## src/rtl/line_burst_pkg.sv

```systemverilog
package line_burst_pkg;
  typedef enum logic [1:0] {
    PH_IDLE = 2'd0,
    PH_ADDR = 2'd1,
    PH_DATA = 2'd2
  } phase_t;

  localparam logic [1:0] SIZ_LONG = 2'b00;
  localparam logic [1:0] SIZ_LINE = 2'b11;
endpackage

```

## src/rtl/lb_wait_timer.sv

```systemverilog
module lb_wait_timer #(
  parameter int WW = 4
) (
  input  logic          clk,
  input  logic          rst,
  input  logic          in_data,
  input  logic          ext_mode,
  input  logic          ack,
  input  logic [WW-1:0] limit,
  output logic          beat_end
);
  logic [WW-1:0] cnt_q;

  // a beat ends on acknowledge (external) or when the wait budget is used up
  assign beat_end = in_data && (ext_mode ? ack : (cnt_q == limit));

  always_ff @(posedge clk) begin
    if (rst || !in_data || beat_end) cnt_q <= '0;
    else                             cnt_q <= cnt_q + 1'b1;
  end
endmodule

```

## src/rtl/lb_rd_buf.sv

```systemverilog
module lb_rd_buf #(
  parameter int DW    = 32,
  parameter int WORDS = 4,
  localparam int IW   = $clog2(WORDS)
) (
  input  logic                clk,
  input  logic                rst,
  input  logic                wr_en,
  input  logic [IW-1:0]       wr_idx,
  input  logic [DW-1:0]       wr_data,
  output logic [WORDS*DW-1:0] line
);
  for (genvar g = 0; g < WORDS; g++) begin : g_word
    logic [DW-1:0] word_q;
    always_ff @(posedge clk) begin
      if (rst)                                word_q <= '0;
      else if (wr_en && wr_idx == IW'(g))     word_q <= wr_data;
    end
    assign line[g*DW +: DW] = word_q;
  end
endmodule

```

## src/rtl/lb_seq.sv

```systemverilog
module lb_seq
  import line_burst_pkg::*;
#(
  parameter int AW    = 32,
  parameter int DW    = 32,
  parameter int WORDS = 4,
  parameter int WW    = 4,
  localparam int BE   = DW / 8,
  localparam int OFS  = $clog2(BE),
  localparam int IW   = $clog2(WORDS),
  localparam int LB   = OFS + IW
) (
  input  logic                clk,
  input  logic                rst,
  input  logic                req_valid,
  input  logic                req_write,
  input  logic [AW-LB-1:0]    req_line,
  input  logic [WORDS*DW-1:0] req_wdata,
  input  logic                cfg_ext_term,
  input  logic                cfg_burst_off,
  input  logic [WW-1:0]       cfg_wait,
  input  logic                beat_end,
  output logic                in_data,
  output logic                mode_ext,
  output logic [WW-1:0]       wait_lim,
  output logic                cap_en,
  output logic [IW-1:0]       cap_idx,
  output logic [AW-1:0]       bus_addr,
  output logic [1:0]          bus_siz,
  output logic                bus_rw,
  output logic                bus_ts,
  output logic                bus_tip,
  output logic                bus_cs,
  output logic [BE-1:0]       bus_be,
  output logic                bus_oe,
  output logic [DW-1:0]       bus_dout,
  output logic                bus_dout_en,
  output logic                done,
  output logic                busy
);
  localparam logic [IW-1:0] LAST = IW'(WORDS - 1);

  phase_t              phase_q;
  logic [IW-1:0]       beat_q;
  logic                wr_q, inh_q;
  logic [AW-LB-1:0]    line_q;
  logic [WORDS*DW-1:0] wline_q;
  logic [IW-1:0]       nxt;

  assign nxt      = beat_q + 1'b1;
  assign in_data  = (phase_q == PH_DATA);
  assign cap_en   = in_data && beat_end && !wr_q;
  assign cap_idx  = beat_q;

  function automatic logic [AW-1:0] beat_addr(input logic [AW-LB-1:0] ln,
                                               input logic [IW-1:0] idx);
    return {ln, idx, {OFS{1'b0}}};
  endfunction

  function automatic logic [DW-1:0] pick(input logic [WORDS*DW-1:0] ln,
                                         input logic [IW-1:0] idx);
    return ln[int'(idx)*DW +: DW];
  endfunction

  always_ff @(posedge clk) begin
    if (rst) begin
      phase_q     <= PH_IDLE;
      beat_q      <= '0;
      wr_q        <= 1'b0;
      inh_q       <= 1'b0;
      mode_ext    <= 1'b0;
      wait_lim    <= '0;
      line_q      <= '0;
      wline_q     <= '0;
      bus_addr    <= '0;
      bus_siz     <= SIZ_LONG;
      bus_rw      <= 1'b0;
      bus_ts      <= 1'b0;
      bus_tip     <= 1'b0;
      bus_cs      <= 1'b0;
      bus_be      <= '0;
      bus_oe      <= 1'b0;
      bus_dout    <= '0;
      bus_dout_en <= 1'b0;
      done        <= 1'b0;
      busy        <= 1'b0;
    end else begin
      bus_ts <= 1'b0;
      done   <= 1'b0;
      unique case (phase_q)
        PH_IDLE: if (req_valid) begin
          phase_q  <= PH_ADDR;
          beat_q   <= '0;
          wr_q     <= req_write;
          inh_q    <= cfg_burst_off;
          mode_ext <= cfg_ext_term;
          wait_lim <= cfg_wait;
          line_q   <= req_line;
          wline_q  <= req_wdata;
          bus_addr <= beat_addr(req_line, '0);
          bus_siz  <= cfg_burst_off ? SIZ_LONG : SIZ_LINE;
          bus_rw   <= !req_write;
          bus_ts   <= 1'b1;
          bus_tip  <= 1'b1;
          bus_cs   <= 1'b1;
          bus_be   <= '1;
          busy     <= 1'b1;
        end
        PH_ADDR: begin
          phase_q     <= PH_DATA;
          bus_dout    <= pick(wline_q, beat_q);
          bus_dout_en <= wr_q;
          bus_oe      <= !wr_q;
        end
        PH_DATA: if (beat_end) begin
          if (beat_q == LAST) begin
            phase_q     <= PH_IDLE;
            bus_tip     <= 1'b0;
            bus_cs      <= 1'b0;
            bus_be      <= '0;
            bus_oe      <= 1'b0;
            bus_dout_en <= 1'b0;
            bus_rw      <= 1'b0;
            bus_addr    <= '0;
            bus_siz     <= SIZ_LONG;
            busy        <= 1'b0;
            done        <= 1'b1;
          end else begin
            beat_q <= nxt;
            if (inh_q) begin
              // separate longword access: new strobe, new address
              phase_q     <= PH_ADDR;
              bus_ts      <= 1'b1;
              bus_addr    <= beat_addr(line_q, nxt);
              bus_oe      <= 1'b0;
              bus_dout_en <= 1'b0;
            end else begin
              bus_dout <= pick(wline_q, nxt);
              if (mode_ext) bus_addr <= beat_addr(line_q, nxt);
            end
          end
        end
        default: phase_q <= PH_IDLE;
      endcase
    end
  end
endmodule

```

## src/rtl/line_burst_ctrl.sv

```systemverilog
module line_burst_ctrl #(
  parameter int AW    = 32,
  parameter int DW    = 32,
  parameter int WORDS = 4,
  parameter int WW    = 4
) (
  input  logic                                     clk,
  input  logic                                     rst,
  input  logic                                     req_valid,
  input  logic                                     req_write,
  input  logic [AW-$clog2(DW/8)-$clog2(WORDS)-1:0] req_line,
  input  logic [WORDS*DW-1:0]                      req_wdata,
  input  logic                                     cfg_ext_term,
  input  logic                                     cfg_burst_off,
  input  logic [WW-1:0]                            cfg_wait,
  output logic                                     busy,
  output logic                                     done,
  output logic [WORDS*DW-1:0]                      rd_line,
  output logic [AW-1:0]                            bus_addr,
  output logic [1:0]                               bus_siz,
  output logic                                     bus_rw,
  output logic                                     bus_ts,
  output logic                                     bus_tip,
  output logic                                     bus_cs,
  output logic [DW/8-1:0]                          bus_be,
  output logic                                     bus_oe,
  output logic [DW-1:0]                            bus_dout,
  output logic                                     bus_dout_en,
  input  logic [DW-1:0]                            bus_din,
  input  logic                                     bus_ack
);
  localparam int IW = $clog2(WORDS);

  logic          in_data, mode_ext, beat_end, cap_en;
  logic [WW-1:0] wait_lim;
  logic [IW-1:0] cap_idx;

  lb_seq #(.AW(AW), .DW(DW), .WORDS(WORDS), .WW(WW)) u_seq (
    .clk, .rst, .req_valid, .req_write, .req_line, .req_wdata,
    .cfg_ext_term, .cfg_burst_off, .cfg_wait, .beat_end,
    .in_data, .mode_ext, .wait_lim, .cap_en, .cap_idx,
    .bus_addr, .bus_siz, .bus_rw, .bus_ts, .bus_tip, .bus_cs, .bus_be,
    .bus_oe, .bus_dout, .bus_dout_en, .done, .busy
  );

  lb_wait_timer #(.WW(WW)) u_timer (
    .clk, .rst, .in_data, .ext_mode(mode_ext), .ack(bus_ack),
    .limit(wait_lim), .beat_end
  );

  lb_rd_buf #(.DW(DW), .WORDS(WORDS)) u_rbuf (
    .clk, .rst, .wr_en(cap_en), .wr_idx(cap_idx), .wr_data(bus_din),
    .line(rd_line)
  );
endmodule

```

## config.mk

```make
export PLATFORM = sky130hd
export DESIGN_NAME = line_burst_ctrl
export DESIGN_NICKNAME = d
export VERILOG_FILES = /design/src/rtl/line_burst_pkg.sv /design/src/rtl/lb_wait_timer.sv /design/src/rtl/lb_rd_buf.sv /design/src/rtl/lb_seq.sv /design/src/rtl/line_burst_ctrl.sv
export SDC_FILE = /design/constraint.sdc
export NUM_CORES = 1
export LEC_CHECK = 0
export CORE_UTILIZATION = 28
export DETAILED_ROUTE_END_ITERATION = 12
export PLACE_DENSITY = 0.58
export SLEW_MARGIN = 10
export SYNTH_ARGS = -nofsm -noshare
export SYNTH_HDL_FRONTEND = slang
export SYNTH_SLANG_ARGS = --single-unit
```

## constraint.sdc

```tcl
create_clock -name clk -period 3.5 [get_ports clk]
set_input_delay 0.35 -clock clk [delete_from_list [all_inputs] [get_ports clk]]
set_output_delay 0.35 -clock clk [all_outputs]
set_load 0.01 [all_outputs]
```

---- Yosys cells after proc, flatten, opt, wreduce, memory -nomap -nowiden ----
Cells that the tools add are included.
word-level totals
  flip-flop bits (word level) ............. 375
  input bits .............................. 199
  output and inout bits ................... 206
  logic and storage cells ................. 112
cells by class
  add/sub/neg operators ................... 2
  equality and inequality tests ........... 13
  shift-type cells ........................ 2
  mux-type cells .......................... 46
  bitwise operators ....................... 2
  reductions and logical operators ........ 24
operators with widths
  operator             count
  $mux 32              8
  $shiftx 128x8->32    2
  $pmux 32 s2          2
  $mux 2               11
  $reduce_and 4->1     4
  $mux 1               13
  $mux 4               3
  $pmux 1 s2           5
  $pmux 2 s2           2
  $pmux 4 s2           1
  $logic_and 1x1->1    7
  $eq 2x2->1 const B   3
  $ne 2x2->1 const B   3
  $pmux 2 s3           1
  $reduce_and 3->1     2
  $add 4x1->4 const B  1
  $eq 2x1->1 const B   2
  $eq 4x4->1           1
  $logic_not 2->1      2
  $ne 2x1->1 const B   2
  $ne 4x3->1 const B   1
  $reduce_bool 2->1    2
  $logic_not 1->1      3
  $ne 3x2->1 const B   1
  5 further kinds      7

---- Longest topological paths before layout ----
Gate-level depths: netlist of run 1.
  depth in word-level cells ............... 6
  depth in mapped cells ................... 9
  depth with buffers taken out ............ 6

---- Modules after synthesis ----
A second synthesis of run 1 with hierarchy kept.
unflattened totals
  cell total of the unflattened synthesis .. 1636
  area, all modules ....................... 14888.0 um^2
by module, submodules not included
  module         times used  cells an instance  area an instance (um^2)  sequential area each (um^2)
  lb_seq         1           1154               9567.9                   4724.5
  lb_rd_buf      1           454                5063.6                   2562.5
  lb_wait_timer  1           28                 256.5                    80.1

---- Worst setup path after synthesis of run 1 ----
OpenSTA, ideal clock, no wires.
  path kind ............................... register -> register
  from .................................... register u_seq.beat_q[1] (netlist: u_seq.cap_idx[1])
  to ...................................... register u_seq.bus_dout[10]
  library setup time ...................... 121 ps
  data arrival time ....................... 1893 ps
  data required time ...................... 3379 ps
  path slack .............................. 1486 ps
  stages on the path, launching flop included .. 8
  buffers on the path ..................... 1
  clock period less this slack ............ 2014 ps
  cells stage by stage .................... dfxtp_1 > inv_1 > ha_1 > mux2i_4 > buf_4 > mux4_2 > nand2b_1 > mux2i_1
between the ends
  word-level cells in the longest chain between the ends .. 6
  elaborated cells on any way between the ends .. 10
  classes of those cells .................. 1 x add/sub; 2 x eq/ne; 2 x shift; 4 x mux; 1 x reduce/logical
ends and longest elaborated chain
  what                    line           source
  from (decl)             lb_seq.sv:44   logic [IW-1:0] beat_q;
  from (signal assigned)  lb_seq.sv:129  beat_q <= nxt;
  $add 2x1->2             lb_seq.sv:50   assign nxt = beat_q + 1'b1;
  $shiftx 128x8->32       lb_seq.sv:62   return ln[int'(idx)*DW +: DW];
  $mux 32                 lb_seq.sv:130  if (inh_q) begin
  $mux 32                 lb_seq.sv:116  if (beat_q == LAST) begin
  $mux 32                 lb_seq.sv:115  PH_DATA: if (beat_end) begin
  $pmux 32 s2             lb_seq.sv:90   unique case (phase_q)
  to (signal assigned)    lb_seq.sv:111  bus_dout <= pick(wline_q, beat_q);
  to (signal assigned)    lb_seq.sv:138  bus_dout <= pick(wline_q, nxt);
  to (decl)               lb_seq.sv:36   output logic [DW-1:0] bus_dout,
Parallel ways exist; a longest one is shown, timed or not. The select of a mux whose other input is x is not followed.
A chain may end at the register's enable or synchronous reset.

---- Worst setup path after layout of run 1 ----
  from .................................... register u_seq.phase_q[0]
  to ...................................... register u_rbuf.g_word[0].word_q[21]
between the ends
  word-level cells in the longest chain between the ends .. 5
ends and longest elaborated chain
  what                              line                 source
  from (decl)                       lb_seq.sv:43         phase_t phase_q;
  from (signal assigned)            lb_seq.sv:67         phase_q <= PH_IDLE;
  from (signal assigned)            lb_seq.sv:92         phase_q <= PH_ADDR;
  from (signal assigned)            lb_seq.sv:110        phase_q <= PH_DATA;
  $eq 2x2->1 *                      lb_seq.sv:51         assign in_data = (phase_q == PH_DATA);
  $logic_and 1x1->1                 lb_wait_timer.sv:15  assign beat_end = in_data && (ext_mode ? ack : (cnt_q == limit));
  $logic_and 1x1->1 * (2 in a row)  lb_seq.sv:52         assign cap_en = in_data && beat_end && !wr_q;
  $logic_and 1x1->1 *               lb_rd_buf.sv:17      else if (wr_en && wr_idx == IW'(g)) word_q <= wr_data;
  to (signal assigned)              lb_rd_buf.sv:17
  to (decl)                         lb_rd_buf.sv:14      logic [DW-1:0] word_q;
Mark *: on every way between the ends. The rest lies on a longest branch, timed or not.

==> results.ini, run 1 <==
[setup_path]
crit_buf_inv = 2
endpoint = u_rbuf.g_word[0].word_q[21]
cp_slowest_cell = nor2b_1
reg2regPathDepth = 6
worstPathMaxFanout = 18
crit_family = simple AND/OR/NAND/NOR gates
cpPeakStageDelay_ns = 0.71
critical_path_arrival_ns = 3.14
r2r_slack_ns = 0.79
crit_start = u_seq.phase_q[0]
startpoint_type = flip-flop
reg2reg_from = u_seq.phase_q[0]
crit_type = reg2reg
worst-path-stages = 6
worstPathCellList = inv_1, ha_2, nor2b_1, a41oi_4, buf_12, mux2i_1
end_kind = flip-flop
crit_required_ns = 3.93
reg2reg_to = u_rbuf.g_word[0].word_q[21]

[cts]
htreeDepth = 2
cts_root_buf = clkbuf_16
post-cts-setup-buffers = 0
cts_hold_buffers = 0
path_clk_slew_ns = 0.06
clock_latency_ns = 0.56
post_cts_resized = 0
cts_sinks = 368
cts_tree = built
clockBufferDepth = 3
cts_buffers = 44

[power]
irDropWorstVdd_mv = 0.4083
leakagePower_nw = 8.579
power_density_mw_per_mm2 = 600.0

[grt]
grt_pass1_wl_mm = 69.46
grt_max_degree = 145
antenna_found_initial = 8
grt_pass1_vias = 12450
grt_usage_pct = 15.48
grt-ovfl-total = 0

[timing]
fin_crit_sh_pct = 77.52
finalHoldViolations = 0
finalMaxSlewViolations = 0
post-route-min-period_ns = 2.713
setup_viol = 0
hold_ws_ns = 0.3304
tightest_slew_ns = 0.8608
rsz0062_at_grt = false
finClkSkew_ns = 0.01804
timing.fmax_ghz = 0.3686
slew_headroom_pct = 42.43
tns_ns = 0

[min_path]
hp-class = in2reg

[logic_synthesis]
synth_area_leaders = dfxtp_1 (47%), mux2i_1 (12%), nand2b_1 (11%)
seq_area_frac_synth_pct = 46.72
synth_cell_types = 48
yosysTopAreaCell = dfxtp_1
synth_warnings = 0
syn_inst = 1688
synthArstFlopShare_pct = 0
synth-edff-count = 0
synth_flop_cell = dfxtp_1
ys_seq_elements = 368
syn_area_per_cell_sq_um = 9.342
yosysTopAreaCellShare_pct = 46.72
synth_area_sq_mm = 0.01577

[route]
dr.pass1.iters = 4
wl_per_cell_microns = 16.38
finalWirelength_mm = 45.95
ant_nets = 0
vias_per_cell = 4.466
drc_errors = 0
first_iter_violations = 521
vias = 12530

[place]
placed_cells = 2723
port_buffers = 402
place_congestion = 0.7953
dp_hpwl_mm = 31.40

[cells_and_area]
layout.nets = 2231
most-common-layout-cells = clkdlybuf4s50_1 (401), dfxtp_1 (368), nand2_1 (357)
drive_gt1_share_pct = 6.913
area_growth_pct = 38.04
stdcell_count = 2806
final_common_cell = clkdlybuf4s50_1

[floorplanning]
initial_core_util_pct = 28.46
core_sq_mm = 0.05542
die_w_microns = 239.3
num_rows = 86
io_pins = 405
dieArea_sq_mm = 0.05727
dieHeight_microns = 239.3

[run_status]
status = complete, no violations

[job]
cap_violations = 0

-- Yosys cell counts, types with 2 or more instances --
cell type and count:
dfxtp_1 368, nand2_1 358, nand2b_1 289, mux2i_1 193, a21oi_1 167, clkbuf_1 89, inv_1 35, mux4_2 32
o22ai_1 30, buf_4 19, buf_2 12, ha_1 11, buf_6 10, nor2_1 8, and3_1 5, nand3_1 5
nor2b_1 5, xnor2_1 5, buf_1 4, nand3b_1 4, a41oi_4 3, buf_12 3, nand4_1 3, o211ai_1 3
and2_1 2, o2bb2ai_1 2, o31ai_1 2
-- metrics by stage --
step	util, %	power (mW)	cell area (sq um)	setup WS, ns
2_1_floorplan	-	7.380	15770	1.486
3_3_place_gp	36.68	8.603	20320	0.9264
3_5_place_dp	36.68	8.684	20320	0.7859
4_1_cts	39.27	13.29	21760	0.7789
5_1_grt	39.28	13.76	21770	0.6409
6_report	39.28	13.06	21770	0.7869
-- cells by family after synthesis --
group	after synthesis	synth area share, %
muxes	228	17.12
xor gates and xnor gates	7	0.4364
AOI/OAI and AO/OA	215	7.847
adders and majority gates	11	0.8727
other	1	0.02378
DFF	368	46.72
buffers and inverters	172	5.427
and+or+nand+nor	686	21.56
-- routing by layer --
layer,GRT usage (%),wire length (microns),part of all wire [%]
met5,0,34,0.074
met4,6.197,1377,3.0
met3,4.921,3258,7.1
met2,25.92,21540,47
met1,18.26,19740,43
-- worst register-to-register path, delay by kind of cell, from the launching register on --
kind,cells,cell delay [ns]
buf+inv,2,0.47
compound gates,1,0.51
flops,1,0.34
fa+ha+maj,1,0.39
mux,1,0.16
simple gates,1,0.72
-- how the worst min path moves through the flow --
| stage | startpoint | endpoint | slack [ns] | cells after the start |
|---|---|---|---|---|
| 2_1_floorplan | u_seq.wline_q[64] | u_seq.wline_q[64] | 0.43 | 2 |
| 3_3_place_gp | u_seq.wline_q[100] | u_seq.wline_q[100] | 0.44 | 2 |
| 3_5_place_dp | u_seq.wline_q[88] | u_seq.wline_q[88] | 0.45 | 2 |
| 4_1_cts | req_wdata[32] | u_seq.wline_q[32] | 0.29 | 3 |
| 5_1_grt | req_wdata[73] | u_seq.wline_q[73] | 0.31 | 3 |
| 6_report | req_wdata[85] | u_seq.wline_q[85] | 0.33 | 3 |
-- cell type report --
cell class                 count  area, sq um
inverter                      35        131.4
tap                          748        935.9
clock buffer                  62         1270
clock inverter                17        165.2
timing repair buffer         423         4312
fill                        5482        33650
multi-input combinational   1149         7579
sequential                   368         7367
antenna                        4        10.01
-- state kept, by name, indices dropped and copies added (netlist names), 2 cells and up --
name and cells:
u_seq.phase_q 2, u_seq.cap_idx 2, u_timer.cnt_q 4, u_seq.bus_addr 30, u_seq.line_q 28, u_rbuf.g_word.word_q 128, u_seq.wait_lim 4, u_seq.wline_q 128
u_seq.bus_dout 32
-- power breakdown --
part	total, mW	internal (mW)	leakage [nW]	switching [mW]
clock network	4.52	2.68	0.700	1.84
registers	5.05	4.73	3.00	0.317
logic	3.49	1.63	4.88	1.86
Note: power is estimated with default switching activity, not from simulation.
==> run 2, diff against run 1 <==
--- a/config.mk
+++ b/config.mk
@@ -7,7 +7,7 @@
 export LEC_CHECK = 0
 export CORE_UTILIZATION = 28
 export DETAILED_ROUTE_END_ITERATION = 12
-export PLACE_DENSITY = 0.58
+export PLACE_DENSITY = 0.6
 export SLEW_MARGIN = 10
 export SYNTH_ARGS = -nofsm -noshare
 export SYNTH_HDL_FRONTEND = slang
==> constraint.sdc (replaced) <==
create_clock -name clk -period 2.45 [get_ports clk]
set_input_delay 0.245 -clock clk [delete_from_list [all_inputs] [get_ports clk]]
set_output_delay 0.245 -clock clk [all_outputs]
set_load 0.01 [all_outputs]
==> run 2 against run 1 <==
  * Critical path depth up 2
  * Global-route usage decreased by 0.074 points
  * Register-to-register slack got worse by 0.62 ns
  * Clock skew grew 0.0039 ns
  * Sequential power rose by 43%
  * Routed wire length shrank 0.76%
  * Via count up 0.89%
  * Sequential cell count did not move
  * Utilization is 0.26 points higher
  * Sequential share of layout area fell by 0.22 points
  * Fmax is 19% higher
==> results.ini, run 2 (synthesized netlist as in run 1, its figures left out) <==
[timing]
finalMaxSlewViolations = 0  ; unchanged
tns_ns = 0  ; unchanged
slew_headroom_pct = 55.63  ; was 42.43%
rsz0062_at_grt = false  ; unchanged
hold_ws_ns = 0.1893  ; was 0.3304 ns
tightest_slew_ns = 0.6656  ; was 0.8608 ns
timing.fmax_ghz = 0.4379  ; was 0.3686 GHz
setup_viol = 0  ; unchanged
setup_ws_ns = 0.1663  ; was 0.7869 ns
post-route-min-period_ns = 2.284  ; was 2.713 ns
fin_crit_sh_pct = 93.21  ; was 77.52%
finClkSkew_ns = 0.02192  ; was 0.01804 ns
finalHoldViolations = 0  ; unchanged

[job]
cap_violations = 0  ; unchanged

[grt]
grt_pass1_vias = 12320  ; was 12450
grt_pass1_wl_mm = 68.90  ; was 69.46 mm
grt_usage_pct = 15.40  ; was 15.48%
grt-ovfl-total = 0  ; unchanged
grt_max_degree = 105  ; was 145
antenna_found_initial = 6  ; was 8

[power]
power_mw = 18.71  ; was 13.06 mW
power_density_mw_per_mm2 = 854.1  ; was 600.0 mW/mm^2
leakagePower_nw = 8.656  ; was 8.579 nW
irDropWorstVdd_mv = 0.4754  ; was 0.4083 mV

[cells_and_area]
stdcell_count = 2811  ; was 2806
drive_gt1_share_pct = 7.278  ; was 6.913%
final_core_util_pct = 39.54  ; was 39.28%
design_area_sq_mm = 0.02191  ; was 0.02177 sq mm
final_common_cell = clkdlybuf4s50_1  ; unchanged
reg_top3 = u_rbuf.g_word.word_q x128, u_seq.wline_q x128, u_seq.bus_dout x32  ; unchanged
area_growth_pct = 38.94  ; was 38.04%
layout.nets = 2239  ; was 2231
most-common-layout-cells = clkdlybuf4s50_1 (401), dfxtp_1 (368), nand2_1 (357)  ; unchanged

[place]
post-place-ws_ns = 0.01950  ; was 0.7859 ns
placed_cells = 2732  ; was 2723
dp_hpwl_mm = 31.95  ; was 31.40 mm
place_congestion = 0.8017  ; was 0.7953
post_dp_cell_area_sq_mm = 0.02047  ; was 0.02032 sq mm
port_buffers = 402  ; unchanged

[setup_path]
startpoint_type = flip-flop  ; unchanged
crit_type = reg2reg  ; unchanged
worstPathCellList = inv_1, ha_2, buf_6, nand3b_1, o31ai_1, a21oi_4, buf_12, mux2i_1  ; was inv_1, ha_2, nor2b_1, a41oi_4, buf_12, mux2i_1
reg2reg_to = u_seq.bus_addr[20]  ; was u_rbuf.g_word[0].word_q[21]
crit_start = u_seq.phase_q[0]  ; unchanged
critical_path_arrival_ns = 2.76  ; was 3.14 ns
end_kind = flip-flop  ; unchanged
crit_required_ns = 2.93  ; was 3.93 ns
reg2regPathDepth = 8  ; was 6
cpPeakStageDelay_ns = 0.41  ; was 0.71 ns
r2r_slack_ns = 0.17  ; was 0.79 ns
worstPathMaxFanout = 61  ; was 18
cp_slowest_cell = buf_6  ; was nor2b_1
reg2reg_from = u_seq.phase_q[0]  ; unchanged

[route]
ant_nets = 0  ; unchanged
drc_errors = 0  ; unchanged
vias_per_cell = 4.498  ; was 4.466
finalWirelength_mm = 45.60  ; was 45.95 mm
vias = 12640  ; was 12530
first_iter_violations = 527  ; was 521
wl_per_cell_microns = 16.22  ; was 16.38 microns
dr.pass1.iters = 5  ; was 4

[cts]
cts_hold_buffers = 0  ; unchanged
cts_tree = built  ; unchanged
htreeDepth = 2  ; unchanged
cts_sinks = 368  ; unchanged
clock_latency_ns = 0.56  ; about the same
cts_root_buf = clkbuf_16  ; unchanged
clockBufferDepth = 3  ; unchanged
post-cts-setup-buffers = 0  ; unchanged
post_cts_resized = 0  ; unchanged
path_clk_slew_ns = 0.07  ; was 0.06 ns
cts_buffers = 43  ; was 44

[run_status]
status = complete, no violations  ; unchanged

[floorplanning]
dieArea_sq_mm = 0.05727  ; unchanged
num_rows = 86  ; unchanged
die_w_microns = 239.3  ; unchanged
core_sq_mm = 0.05542  ; unchanged
initial_core_util_pct = 28.46  ; unchanged
io_pins = 405  ; unchanged
dieHeight_microns = 239.3  ; unchanged

[min_path]
hold_depth = 2  ; was 3
hp-class = in2reg  ; unchanged
min_from = rst  ; was req_wdata[85]
hold_end = u_seq.wr_q  ; was u_seq.wline_q[85]

[run 2: cell count changes in the layout (fill, tap and decap cells not counted), moves of 2 or more]
cell,previous run,this run
clkbuf_8,8,11
clkinv_4,4,2
buf_12,10,16
diode_2,4,2
clkbuf_16,45,43
buf_4,11,13
[run 2: worst max-delay path by stage]
| stage | endpoint | slack [ns] | depth (start not counted) |
|---|---|---|---|
| floorplan | u_seq.bus_dout[10] | 0.44 | 7 |
| global placement | u_seq.bus_addr[25] | 0.13 | 8 |
| detailed placement | u_seq.bus_addr[15] | 0.02 | 8 |
| CTS | u_seq.bus_addr[11] | 0.02 | 8 |
| global route | u_seq.bus_addr[11] | 0.02 | 8 |
| finish | u_seq.bus_addr[20] | 0.17 | 8 |
[run 2: cell type report]
cell class / count / area (sq um)
fill: 5485 / 33500
multi-input combinational: 1149 / 7579
sequential: 368 / 7367
timing repair buffer: 432 / 4458
clock buffer: 62 / 1257
tap: 748 / 935.9
clock inverter: 15 / 177.7
inverter: 35 / 131.4
antenna: 2 / 5.005
[run 2: critical path, delay by kind of cell (launching register included)]
family          cells  cell delay (ns)
buf+inv             3             0.76
fa+ha+maj           1             0.36
flops               1             0.34
simple gates        1             0.19
compound gates      2             0.28
mux                 1             0.23
[run 2: routing by layer]
metal	GRT usage, %	part of all wire (%)	routed length [microns]	vias up
li1	-	-	-	6242
met2	26.10	48	21970	332
met3	4.114	6.6	2989	78
met4	5.342	2.7	1221	8
met1	18.71	42	19360	5983
met5	0	0.13	57	-
[run 2: power breakdown]
| part | total [mW] | switching (mW) | internal (mW) |
|---|---|---|---|
| clock network | 6.41 | 2.61 | 3.80 |
| registers | 7.23 | 0.463 | 6.76 |
| logic | 5.08 | 2.67 | 2.41 |
==> run 3, diff against run 2 <==
--- a/config.mk
+++ b/config.mk
@@ -7,6 +7,7 @@
 export LEC_CHECK = 0
 export CORE_UTILIZATION = 28
 export DETAILED_ROUTE_END_ITERATION = 12
+export HOLD_SLACK_MARGIN = 0.1
 export PLACE_DENSITY = 0.6
 export SLEW_MARGIN = 10
 export SYNTH_ARGS = -nofsm -noshare
==> results of run 3 <==
No change in the layout: final DEF, timing and power equal those of run 2.
